### src/rtl/stackSeqPkg.sv
package stackSeqPkg;

  typedef enum logic [2:0] {
    STK_HOLD,
    STK_PUSH_WORD,
    STK_PUSH_SW,
    STK_FUNC,
    STK_POP,
    STK_SWAP,
    STK_DUP
  } stackOp_e;

  typedef enum logic {
    PH_EXEC,
    PH_OPERAND
  } phase_e;

  typedef struct packed {
    logic     pcLoad;
    logic     pcInc;
    stackOp_e stackOp;
    logic     digLoad;
  } ctrlStrobes_t;

  localparam logic [15:0] OPC_NOP     = 16'h0000;
  localparam logic [15:0] OPC_DUP     = 16'h0001;
  localparam logic [15:0] OPC_SWAP    = 16'h0002;
  localparam logic [15:0] OPC_FUNC_LO = 16'h0010;
  localparam logic [15:0] OPC_FUNC_HI = 16'h002D;
  localparam logic [15:0] OPC_SWREAD  = 16'h0037;
  localparam logic [15:0] OPC_SHOW    = 16'h0038;
  localparam logic [15:0] OPC_LIT     = 16'h0100;
  localparam logic [15:0] OPC_JUMP    = 16'h0101;
  localparam logic [15:0] OPC_JZERO   = 16'h0102;
  localparam logic [15:0] OPC_JBTNLO  = 16'h0109;
  localparam logic [15:0] OPC_JBTNHI  = 16'h010D;

endpackage

### src/rtl/stackSeqCtrl.sv
module stackSeqCtrl
  import stackSeqPkg::*;
#(
  parameter int WORD_W = 16,
  parameter int FC_W   = 6
) (
  input  logic              clk,
  input  logic              rst,
  input  logic [WORD_W-1:0] instrWord,
  input  logic              topIsZero,
  input  logic              button,
  output ctrlStrobes_t      strobes,
  output logic [FC_W-1:0]   funcCode
);

  localparam logic [WORD_W-1:0] W_DUP     = WORD_W'(OPC_DUP);
  localparam logic [WORD_W-1:0] W_SWAP    = WORD_W'(OPC_SWAP);
  localparam logic [WORD_W-1:0] W_FUNC_LO = WORD_W'(OPC_FUNC_LO);
  localparam logic [WORD_W-1:0] W_FUNC_HI = WORD_W'(OPC_FUNC_HI);
  localparam logic [WORD_W-1:0] W_SWREAD  = WORD_W'(OPC_SWREAD);
  localparam logic [WORD_W-1:0] W_SHOW    = WORD_W'(OPC_SHOW);
  localparam logic [WORD_W-1:0] W_LIT     = WORD_W'(OPC_LIT);
  localparam logic [WORD_W-1:0] W_JUMP    = WORD_W'(OPC_JUMP);
  localparam logic [WORD_W-1:0] W_JZERO   = WORD_W'(OPC_JZERO);
  localparam logic [WORD_W-1:0] W_JBTNLO  = WORD_W'(OPC_JBTNLO);
  localparam logic [WORD_W-1:0] W_JBTNHI  = WORD_W'(OPC_JBTNHI);

  phase_e            phase;
  phase_e            phaseNext;
  logic [WORD_W-1:0] heldOp;
  logic              isTransfer;
  logic              isFunc;

  always_comb begin
    isTransfer = (instrWord == W_LIT)    || (instrWord == W_JUMP) ||
                 (instrWord == W_JZERO)  || (instrWord == W_JBTNLO) ||
                 (instrWord == W_JBTNHI);
    isFunc     = (instrWord >= W_FUNC_LO) && (instrWord <= W_FUNC_HI);
  end

  always_ff @(posedge clk or posedge rst) begin
    if (rst) begin
      phase  <= PH_EXEC;
      heldOp <= '0;
    end else begin
      phase <= phaseNext;
      if (phase == PH_EXEC && isTransfer) begin
        heldOp <= instrWord;
      end
    end
  end

  always_comb begin
    strobes         = '0;
    strobes.stackOp = STK_HOLD;
    funcCode        = '0;
    phaseNext       = PH_EXEC;
    if (phase == PH_EXEC) begin
      strobes.pcInc = 1'b1;
      if (isFunc) begin
        strobes.stackOp = STK_FUNC;
        funcCode        = instrWord[FC_W-1:0];
      end else if (isTransfer) begin
        phaseNext = PH_OPERAND;
      end else begin
        unique case (instrWord)
          W_DUP:    strobes.stackOp = STK_DUP;
          W_SWAP:   strobes.stackOp = STK_SWAP;
          W_SWREAD: strobes.stackOp = STK_PUSH_SW;
          W_SHOW:   strobes.digLoad = 1'b1;
          default:  strobes.stackOp = STK_HOLD;
        endcase
      end
    end else begin
      unique case (heldOp)
        W_LIT: begin
          strobes.stackOp = STK_PUSH_WORD;
          strobes.pcInc   = 1'b1;
        end
        W_JUMP: begin
          strobes.pcLoad = 1'b1;
        end
        W_JZERO: begin
          strobes.stackOp = STK_POP;
          strobes.pcLoad  = topIsZero;
          strobes.pcInc   = !topIsZero;
        end
        W_JBTNHI: begin
          strobes.pcLoad = button;
          strobes.pcInc  = !button;
        end
        W_JBTNLO: begin
          strobes.pcLoad = !button;
          strobes.pcInc  = button;
        end
        default: begin
          strobes.pcInc = 1'b1;
        end
      endcase
    end
  end

  AST_PC_STROBES_EXCLUSIVE: assert property (@(posedge clk) disable iff (rst)
    !(strobes.pcLoad && strobes.pcInc));

  AST_OPERAND_ONE_CYCLE: assert property (@(posedge clk) disable iff (rst)
    phase == PH_OPERAND |=> phase == PH_EXEC);

  AST_TRANSFER_HOLDS_STACK: assert property (@(posedge clk) disable iff (rst)
    (phase == PH_EXEC && isTransfer) |-> strobes.stackOp == STK_HOLD);

  AST_SHOW_NOT_IN_OPERAND: assert property (@(posedge clk) disable iff (rst)
    strobes.digLoad |-> phase == PH_EXEC);

  AST_FCODE_NOT_IN_OPERAND: assert property (@(posedge clk) disable iff (rst)
    phase == PH_OPERAND |-> funcCode == '0);

endmodule

### src/rtl/stackSeqPath.sv
module stackSeqPath
  import stackSeqPkg::*;
#(
  parameter int WORD_W = 16,
  parameter int SW_W   = 8
) (
  input  logic              clk,
  input  logic              rst,
  input  ctrlStrobes_t      strobes,
  input  logic [WORD_W-1:0] instrWord,
  input  logic [SW_W-1:0]   switches,
  input  logic [WORD_W-1:0] funcResult,
  output logic [WORD_W-1:0] pcAddr,
  output logic [WORD_W-1:0] topVal,
  output logic [WORD_W-1:0] nextVal,
  output logic              topIsZero
);

  localparam logic [WORD_W-1:0] PC_STEP = WORD_W'(1);

  logic [WORD_W-1:0] pcReg;
  logic [WORD_W-1:0] tReg;
  logic [WORD_W-1:0] nReg;
  logic [WORD_W-1:0] swWord;

  assign swWord = WORD_W'(switches);

  always_ff @(posedge clk or posedge rst) begin
    if (rst) begin
      pcReg <= '0;
    end else if (strobes.pcLoad) begin
      pcReg <= instrWord;
    end else if (strobes.pcInc) begin
      pcReg <= pcReg + PC_STEP;
    end
  end

  always_ff @(posedge clk or posedge rst) begin
    if (rst) begin
      tReg <= '0;
      nReg <= '0;
    end else begin
      unique case (strobes.stackOp)
        STK_PUSH_WORD: begin
          nReg <= tReg;
          tReg <= instrWord;
        end
        STK_PUSH_SW: begin
          nReg <= tReg;
          tReg <= swWord;
        end
        STK_FUNC: tReg <= funcResult;
        STK_POP:  tReg <= nReg;
        STK_SWAP: begin
          nReg <= tReg;
          tReg <= nReg;
        end
        STK_DUP:  nReg <= tReg;
        default: ;
      endcase
    end
  end

  assign pcAddr    = pcReg;
  assign topVal    = tReg;
  assign nextVal   = nReg;
  assign topIsZero = (tReg == '0);

  AST_PC_STEP: assert property (@(posedge clk) disable iff (rst)
    (strobes.pcInc && !strobes.pcLoad) |=> pcReg == $past(pcReg) + PC_STEP);

  AST_PC_LOAD: assert property (@(posedge clk) disable iff (rst)
    strobes.pcLoad |=> pcReg == $past(instrWord));

  AST_DUP_COPY: assert property (@(posedge clk) disable iff (rst)
    strobes.stackOp == STK_DUP |=> (nReg == $past(tReg) && tReg == $past(tReg)));

  AST_SWAP_EXCHANGE: assert property (@(posedge clk) disable iff (rst)
    strobes.stackOp == STK_SWAP |=> (nReg == $past(tReg) && tReg == $past(nReg)));

  AST_FUNC_KEEPS_NEXT: assert property (@(posedge clk) disable iff (rst)
    strobes.stackOp == STK_FUNC |=> (nReg == $past(nReg) && tReg == $past(funcResult)));

  AST_SWREAD_PUSH: assert property (@(posedge clk) disable iff (rst)
    strobes.stackOp == STK_PUSH_SW |=> (nReg == $past(tReg) && tReg == $past(swWord)));

  AST_POP_TAKES_NEXT: assert property (@(posedge clk) disable iff (rst)
    strobes.stackOp == STK_POP |=> tReg == $past(nReg));

endmodule

### src/rtl/stackSeq.sv
module stackSeq
  import stackSeqPkg::*;
#(
  parameter int WORD_W = 16,
  parameter int SW_W   = 8,
  parameter int FC_W   = 6
) (
  input  logic              clk,
  input  logic              rst,
  input  logic [WORD_W-1:0] instrWord,
  input  logic [SW_W-1:0]   switches,
  input  logic              button,
  input  logic [WORD_W-1:0] funcResult,
  output logic [WORD_W-1:0] pcAddr,
  output logic              pcLoad,
  output logic              pcInc,
  output logic [FC_W-1:0]   funcCode,
  output logic [WORD_W-1:0] topVal,
  output logic [WORD_W-1:0] nextVal,
  output logic              digLoad
);

  ctrlStrobes_t strobes;
  logic         topIsZero;

  stackSeqCtrl #(.WORD_W(WORD_W), .FC_W(FC_W)) ctrl (
    .clk       (clk),
    .rst       (rst),
    .instrWord (instrWord),
    .topIsZero (topIsZero),
    .button    (button),
    .strobes   (strobes),
    .funcCode  (funcCode)
  );

  stackSeqPath #(.WORD_W(WORD_W), .SW_W(SW_W)) path (
    .clk        (clk),
    .rst        (rst),
    .strobes    (strobes),
    .instrWord  (instrWord),
    .switches   (switches),
    .funcResult (funcResult),
    .pcAddr     (pcAddr),
    .topVal     (topVal),
    .nextVal    (nextVal),
    .topIsZero  (topIsZero)
  );

  assign pcLoad  = strobes.pcLoad;
  assign pcInc   = strobes.pcInc;
  assign digLoad = strobes.digLoad;

endmodule

### config.mk
export PLATFORM = sky130hd
export DESIGN_NAME = stackSeq
export DESIGN_NICKNAME = d
export VERILOG_FILES = /design/src/rtl/stackSeqPkg.sv /design/src/rtl/stackSeqCtrl.sv /design/src/rtl/stackSeqPath.sv /design/src/rtl/stackSeq.sv
export SDC_FILE = /design/constraint.sdc
export NUM_CORES = 1
export LEC_CHECK = 0
export BUFFER_PORTS_ARGS = -buffer_cell sky130_fd_sc_hd__buf_2
export CORE_MARGIN = 2
export CORE_UTILIZATION = 30
export DETAILED_ROUTE_END_ITERATION = 10
export GPL_TIMING_DRIVEN = 0
export PLACE_DENSITY = 0.53
export SETUP_SLACK_MARGIN = 0.15
export SYNTH_ARGS = -nofsm -noshare
export SYNTH_HDL_FRONTEND = slang
export SYNTH_SLANG_ARGS = --single-unit
### constraint.sdc
create_clock -name clk -period 7.8 [get_ports clk]
set_input_delay 1.17 -clock clk [delete_from_list [all_inputs] [get_ports clk]]
set_output_delay 1.17 -clock clk [all_outputs]
set_load 0.05 [all_outputs]
# Word-level counts from Yosys, hierarchy flattened
# Cells that the tools add are included.
# word_totals
regBits,65
latch_bits,0
mem_bits_rw,0
mem_bits_ro,0
output_inout_bits,57
word_cells,61
memories,0
# op_classes
n_addsub,1
multipliers,0
div,0
n_lt_le_gt_ge,2
eq_ne,20
n_shift,0
muxes,19
bitwise_logic,1
n_reduce_logical,13
# op_table
cell,count
$eq A16 B9 Y1 const B,10
$pmux W16 S4,1
$eq A16 B6 Y1 const B,2
$mux W16,2
$add A16 B1 Y16 const B,1
$eq A16 B1 Y1 const B,1
$eq A16 B2 Y1 const B,1
$ge A16 B5 Y1 const B,1
$le A16 B6 Y1 const B,1
$logic_not A16 Y1,1
$mux W6,2
$eq A3 B3 Y1 const B,3
$pmux W3 S3,1
$mux W4,2
$pmux W1 S4,2
$mux W1,7
$eq A3 B2 Y1 const B,2
$pmux W3 S2,1
$logic_or A1 B1 Y1,4
$reduce_bool A4 Y1,1
$reduce_or A4 Y1,1
$eq A3 B1 Y1 const B,1
$mux W3,1
$logic_and A1 B1 Y1,2
4 further kinds,5

# Logic depth before layout (Yosys ltp)
# Gate-level depths: netlist (run 1).
# logic_depth
ltp_word,11
depth_mapped,14

# Cells and area by module
# From an unflattened synthesis (run 1), not the netlist that was laid out.
# hier_totals
cells_unflattened,333
area_unflattened_um2,3558.4
# by_module_without_submodules
module,n_inst,cells_per_inst,area_per_inst_um2,seq_area_each_um2
stackSeqPath,1,242,2633.8,1201.2
stackSeqCtrl,1,91,924.6,425.4

# Worst setup path before layout (run 1)
# No wires, ideal clock.
# synth_path
path_type,input port to output port
from,in instrWord[9]
to,out digLoad
arrival_ns,3.522
required_time_ns,6.630
slack_ns,3.108
cell_stages,5
n_path_buf,1
path_cell_list,nor4_1 > nand3_1 > or2_2 > clkbuf_1 > nor4_1
# synth_between
elab_chain_cells,8
word_cells_on_any_way,17
classes_between,order compare (2); eq/ne (6); mux (4); reduce/logical (5)
# synth_rtl
element,line,source
from (decl),stackSeq.sv:10,"input logic [WORD_W-1:0] instrWord,"
"parallel branches: the longest is 6 deep, another holds $ge A16 B5 Y1",n/a,
$mux W1 (*),stackSeqCtrl.sv:60,if (isFunc) begin
$mux W1 (*),stackSeqCtrl.sv:58,if (phase == PH_EXEC) begin
to (decl),stackSeq.sv:20,output logic digLoad
# Mark *: on every way between the ends.

# Worst setup path in the final report (run 1)
# layout_path
from,in instrWord[9]
to,"reg path.tReg[7], in the netlist path.topVal[7]"
# layout_between
elab_chain_cells,11
word_cells_on_any_way,27
classes_between,order compare (2); eq/ne (13); mux (5); reduce/logical (7)
# layout_rtl
element,line,source
"parallel branches: the longest is 6 deep, another holds $ge A16 B5 Y1",n/a,
$mux W3 (*),stackSeqCtrl.sv:60,
$mux W4 (*),stackSeqCtrl.sv:58,
$eq A3 B3 Y1,stackSeqPath.sv:43,unique case (strobes.stackOp)
$reduce_or A2 Y1 (no source line),n/a,
$pmux W16 S4 / $reduce_bool A4 Y1 (equally long branches),n/a,
to (signal assigned),stackSeqPath.sv:46,tReg <= instrWord;
to (signal assigned),stackSeqPath.sv:50,tReg <= swWord;
to (signal assigned),stackSeqPath.sv:52,STK_FUNC: tReg <= funcResult;
to (decl),stackSeqPath.sv:22,logic [WORD_W-1:0] tReg;
# Marked as above.
# A chain may end at the register's enable or synchronous reset.

==> metrics.csv, run 1 <==
metric,value,unit
status,"complete, no violations",
cts.clk_slew.worst_paths,60,ps
hpwl,7430,µm
nFillCells,1157,
hp-class,reg2reg,
holdBufCountCts,0,
syn_nets,372,
rsz0062_at_grt,no,
synth.largest_area_cell,dfrtp_1,
htreeDepth,3,
numCtsBuffers,9,
cts_tree,yes,
via_count,2879,
syn_inst,324,
die-area,12600,µm²
grt_max_degree,66,
sequentialPowerShare,44.2,%
ys_seq_area_share,46.1,%
fin_nets,481,
cts_sinks,65,
grt.overflow.total,0,
tns,0,ps
p_leak,0.00221,µW
r2r_start,ctrl.phase,
p_per_area,174,nW/µm²
ys_types,40,
cts_buffer_depth,2,
antenna_found_initial,0,
power_switching,198,µW
drc_errors,0,
routabilityCongestion,0.776,
worstSetupPathType,in2reg,
fmax,222,MHz
ys_ff_latch,65,
firstDrtPassIters,4,
grt_pass1_vias,2903,
layout_commonest_cell,buf_2,
setup_viol,0,
diodes,0,
die_width,112,µm
synthArstFlopShare,100,%
ios,100,
peakVddDrop,0.0964,mV
layout_common_cells,"buf_2, dfrtp_1, mux2i_1",
reg2reg_depth,13,
swShare,25.4,%
grt.total_usage,16.2,%
worst_setup_path_end_kind,flip-flop,
start_kind,input port,
syn_area,3530,µm²
synthTopCellsByArea,"dfrtp_1, mux2i_1, mux2_2",
clk_latency,340,ps
crit_arrival,4710,ps
drt_iter0_drc,121,
reg2reg_to,path.topVal[7],
regToRegSetupSlack,4120,ps
postCtsSetupRepairBufs,0,
port_buffers,98,
maxSlewViolCount,0,
rows,39,
yosysTopAreaCellShare,46.1,%
skew,13.1,ps
final.setup.worst_slack,3290,ps
synth_ff_type,dfrtp_1,
wl,9900,µm
cts-resized-gates,0,
coreArea,11500,µm²
cts_root_buf,clkbuf_16,
wl_per_cell,17.0,µm
dp_slack,3010,ps
maxCapViolations,0,
final-hold-violation-count,0,
cp.required,8000,ps
dieHeight,112,µm
worstMarginPinSlew,829,ps
pwr-share-comb,6.9,%
via_per_inst,4.96,
finalCritPeriodShare,57.8,%
path_max_fanout,10,
slew_headroom,44.7,%
fin_crit,4510,ps
cp-endpoint,path.topVal[7],
antenna_left,0,
drive_gt1_share,36.1,%
setup.worst_path.start,instrWord[9],
syn_area_per_cell,10.9,µm²
internal-power,581,µW
pwr-share-clk,48.9,%
area_delta_synth_final,27.0,%
synth_edf_count,0,
grt_pass1_wl,15800,µm
synth-warning-count,0,
start_util,30.8,%
==> area by class of cell <==
cell class              instances  area (µm²)  share of cell area (%)
plain buffers                  16        75.1                    1.67
clock buffers                  10         239                    5.33
multi-input cells             231        1780                    39.8
inverters                      12        47.5                    1.06
clock inverters                 6        42.5                   0.949
repair buffers                 98         490                    10.9
flip-flops and latches         65        1630                    36.3
well taps                     143         179                    3.99
==> power by group through the flow <==
| stage | clock (µW) | combinational (µW) | sequential (µW) |
|---|---|---|---|
| after floorplan | 0 | 19.0 | 358 |
| after global placement | 0 | 53.7 | 350 |
| after detailed placement | 0 | 54.4 | 350 |
| after CTS | 388 | 54.6 | 344 |
| after global routing | 405 | 58.8 | 344 |
| final | 381 | 53.5 | 344 |
==> worst min-delay path by stage <==
stage / slack (ps) / from / cells after the start / endpoint
final: 470 / ctrl.heldOp[8] / 1 / ctrl.heldOp[8]
after detailed placement: 460 / ctrl.heldOp[8] / 1 / ctrl.heldOp[8]
after CTS: 480 / ctrl.heldOp[8] / 1 / ctrl.heldOp[8]
after global routing: 520 / ctrl.heldOp[8] / 1 / ctrl.heldOp[8]
after global placement: 450 / ctrl.heldOp[8] / 1 / ctrl.heldOp[8]
after floorplan: 430 / ctrl.heldOp[8] / 1 / ctrl.heldOp[8]
==> registers in the layout (all words and copies together), names as in the netlist <==
name and flops:
ctrl.heldOp 16, ctrl.phase 1, path.topVal 16, path.pcAddr 16, path.nextVal 16
==> Yosys cell counts, types with 5 or more instances <==
cell and n:
mux2i_1 46, nor4_1 7, a21oi_1 17, mux2_2 30, o21ai_0 11, inv_1 12, nand2_1 8, a221o_1 6
ha_1 5, xnor2_1 6, nor2_1 23, nand4_1 6, nor2b_1 10, dfrtp_1 65, nand3_1 7, clkbuf_1 9
xor2_1 10, nor3_1 11
==> worst max-delay path, cell delays in order <==
cell	delay (ps)
buf_2	150
nor4_1	390
nand3_1	230
or2_2	330
clkbuf_1	230
nor2_1	210
ha_1	170
clkbuf_1	380
or2_2	190
clkbuf_1	240
clkbuf_1	440
nor2_1	110
a221oi_1	350
mux2i_1	110
==> cell families after synthesis <==
family,Yosys count,share of synthesized area (%)
fa+ha+maj,5,1.77
buf+inv,28,3.40
simple gates,90,13.6
xor+xnor,16,3.97
compound gates,44,8.51
mux,76,22.6
flops,65,46.1
==> through the flow <==
stage	instance area [µm²]	total power (µW)	hold slack, ps	utilization (%)	instances
after floorplan	3530	377	430	-	324
after global placement	4200	404	453	36.6	565
after detailed placement	4200	404	464	36.6	565
after CTS	4480	787	477	39.1	581
after global routing	4480	808	523	39.1	581
final	4480	778	471	39.1	581
==> layer usage <==
| layer | global-route usage, % | vias up | part of all wire (%) |
|---|---|---|---|
| met1 | 22.2 | 1387 | 46 |
| met3 | 3.73 | 14 | 5.3 |
| met5 | 0 | - | 0 |
| li1 | - | 1384 | - |
| met4 | 5.85 | 0 | 1.8 |
| met2 | 25.2 | 94 | 46 |
Power figures use the tool's default switching activity.
==> run 2, diff against run 1 <==
PLACE_DENSITY = 0.55   (was 0.53)
clock period = 3.8 ns   (was 7.8 ns; I/O delays follow)
==> metrics.csv, run 2 (synthesized netlist as in run 1, its figures left out) <==
metric,value,unit
status,"complete, no violations",
crit_chain,"buf_2, nor4_1, nand3_1, or2_2, or2_2, ha_1, clkbuf_1, nor2_2, buf_2, mux2i_1, mux2i_1",
grt.overflow.total,0,
slowest_delay,480,ps
hp-class,in2async,
grt_pass1_wl,15700,µm
drive_gt1_share,37.8,%
setup.worst_path.start,instrWord[9],
crit_family,simple AND/OR/NAND/NOR gates,
worst_setup_path_end_kind,flip-flop,
wl_per_cell,17.0,µm
slew_headroom,45.0,%
swShare,24.1,%
rows,39,
hpwl,7380,µm
finalCritPeriodShare,89.0,%
internal-power,1240,µW
peakVddDrop,0.160,mV
cts_tree,yes,
start_util,30.8,%
antenna_found_initial,0,
fmax,296,MHz
path_max_fanout,10,
sequentialPowerShare,43.3,%
skew,6.56,ps
postCtsSetupRepairBufs,0,
setup_viol,0,
grt_max_degree,66,
r2r_start,ctrl.phase,
die-area,12600,µm²
placed_area,4200,µm²
maxCapViolations,0,
dieHeight,112,µm
htreeDepth,3,
diodes,0,
cts-resized-gates,3,
start_kind,input port,
pwr-share-clk,50.0,%
cp.required,4000,ps
fin_area,4510,µm²
cts_sinks,65,
crit_arrival,3590,ps
worstSetupPathType,in2reg,
holdBufCountCts,0,
cts_root_buf,clkbuf_16,
layout_commonest_cell,buf_2,
via_count,2878,
cts_buffer_depth,2,
power_switching,393,µW
grt.total_usage,15.8,%
clk_latency,330,ps
via_per_inst,4.96,
cts.clk_slew.worst_paths,60,ps
crit_buf_inv,3,
fin_crit,3380,ps
numCtsBuffers,9,
fin_nets,480,
routabilityCongestion,0.778,
coreArea,11500,µm²
layout_common_cells,"buf_2, dfrtp_1, mux2i_1",
worstMarginPinSlew,825,ps
drc_errors,0,
drt_iter0_drc,103,
p_leak,0.00223,µW
cp_slowest_cell,nor2_2,
final-hold-violation-count,0,
firstDrtPassIters,4,
p_per_area,362,nW/µm²
area_delta_synth_final,27.8,%
finish.utilization,39.3,%
antenna_left,0,
rsz0062_at_grt,no,
port_buffers,98,
die_width,112,µm
pwr-share-comb,6.7,%
wl,9840,µm
maxSlewViolCount,0,
ios,100,
grt_pass1_vias,2886,
## run 2: final timing paths
check | to | slack [ps] | cells after the start
max in group asynchronous | path.pcAddr[1] | 2840 | 2
setup reg to reg | path.topVal[0] | 670 | 10
hold / removal | path.nextVal[6] | 380 | 2
min in group clk | ctrl.heldOp[8] | 490 | 1
hold reg to reg | ctrl.heldOp[8] | 490 | 1
setup / recovery | path.topVal[0] | 420 | 11
## run 2: routing by layer
| layer | global-route usage [%] | wire length (µm) | up-vias |
|---|---|---|---|
| met5 | 0 | 0 | - |
| met4 | 4.39 | 92 | 0 |
| met3 | 3.83 | 513 | 11 |
| met2 | 25.5 | 4690 | 88 |
| met1 | 21.3 | 4540 | 1389 |
| li1 | - | - | 1390 |
## run 2: area by class of cell
| cell class | count | area [µm²] |
|---|---|---|
| inverter | 12 | 47.5 |
| timing repair buffer | 98 | 490 |
| buffer | 15 | 80.1 |
| multi-input combinational | 231 | 1790 |
| clock buffer | 9 | 225 |
| clock inverter | 7 | 70.1 |
| fill | 1144 | 6960 |
| sequential | 65 | 1630 |
| tap | 143 | 179 |
## run 2: power groups by stage
stage               sequential (µW)  combinational, µW  clock, µW
CTS                             706                111        833
finish                          706                110        817
global route                    707                121        866
floorplan                       736               39.1          0
detailed placement              718                111          0
global placement                718                110          0
## run 2: stage by stage
step / setup slack [ps] / setup TNS (ps) / hold slack, ps / power [µW] / std cells
after CTS: 202 / 0 / 439 / 1650 / 581
after global placement: -386 / -3030 / 452 / 828 / 565
after floorplan: 308 / 0 / 430 / 775 / 324
final: 416 / 0 / 383 / 1630 / 580
after global routing: 188 / 0 / 467 / 1690 / 580
after detailed placement: -437 / -3590 / 459 / 829 / 565
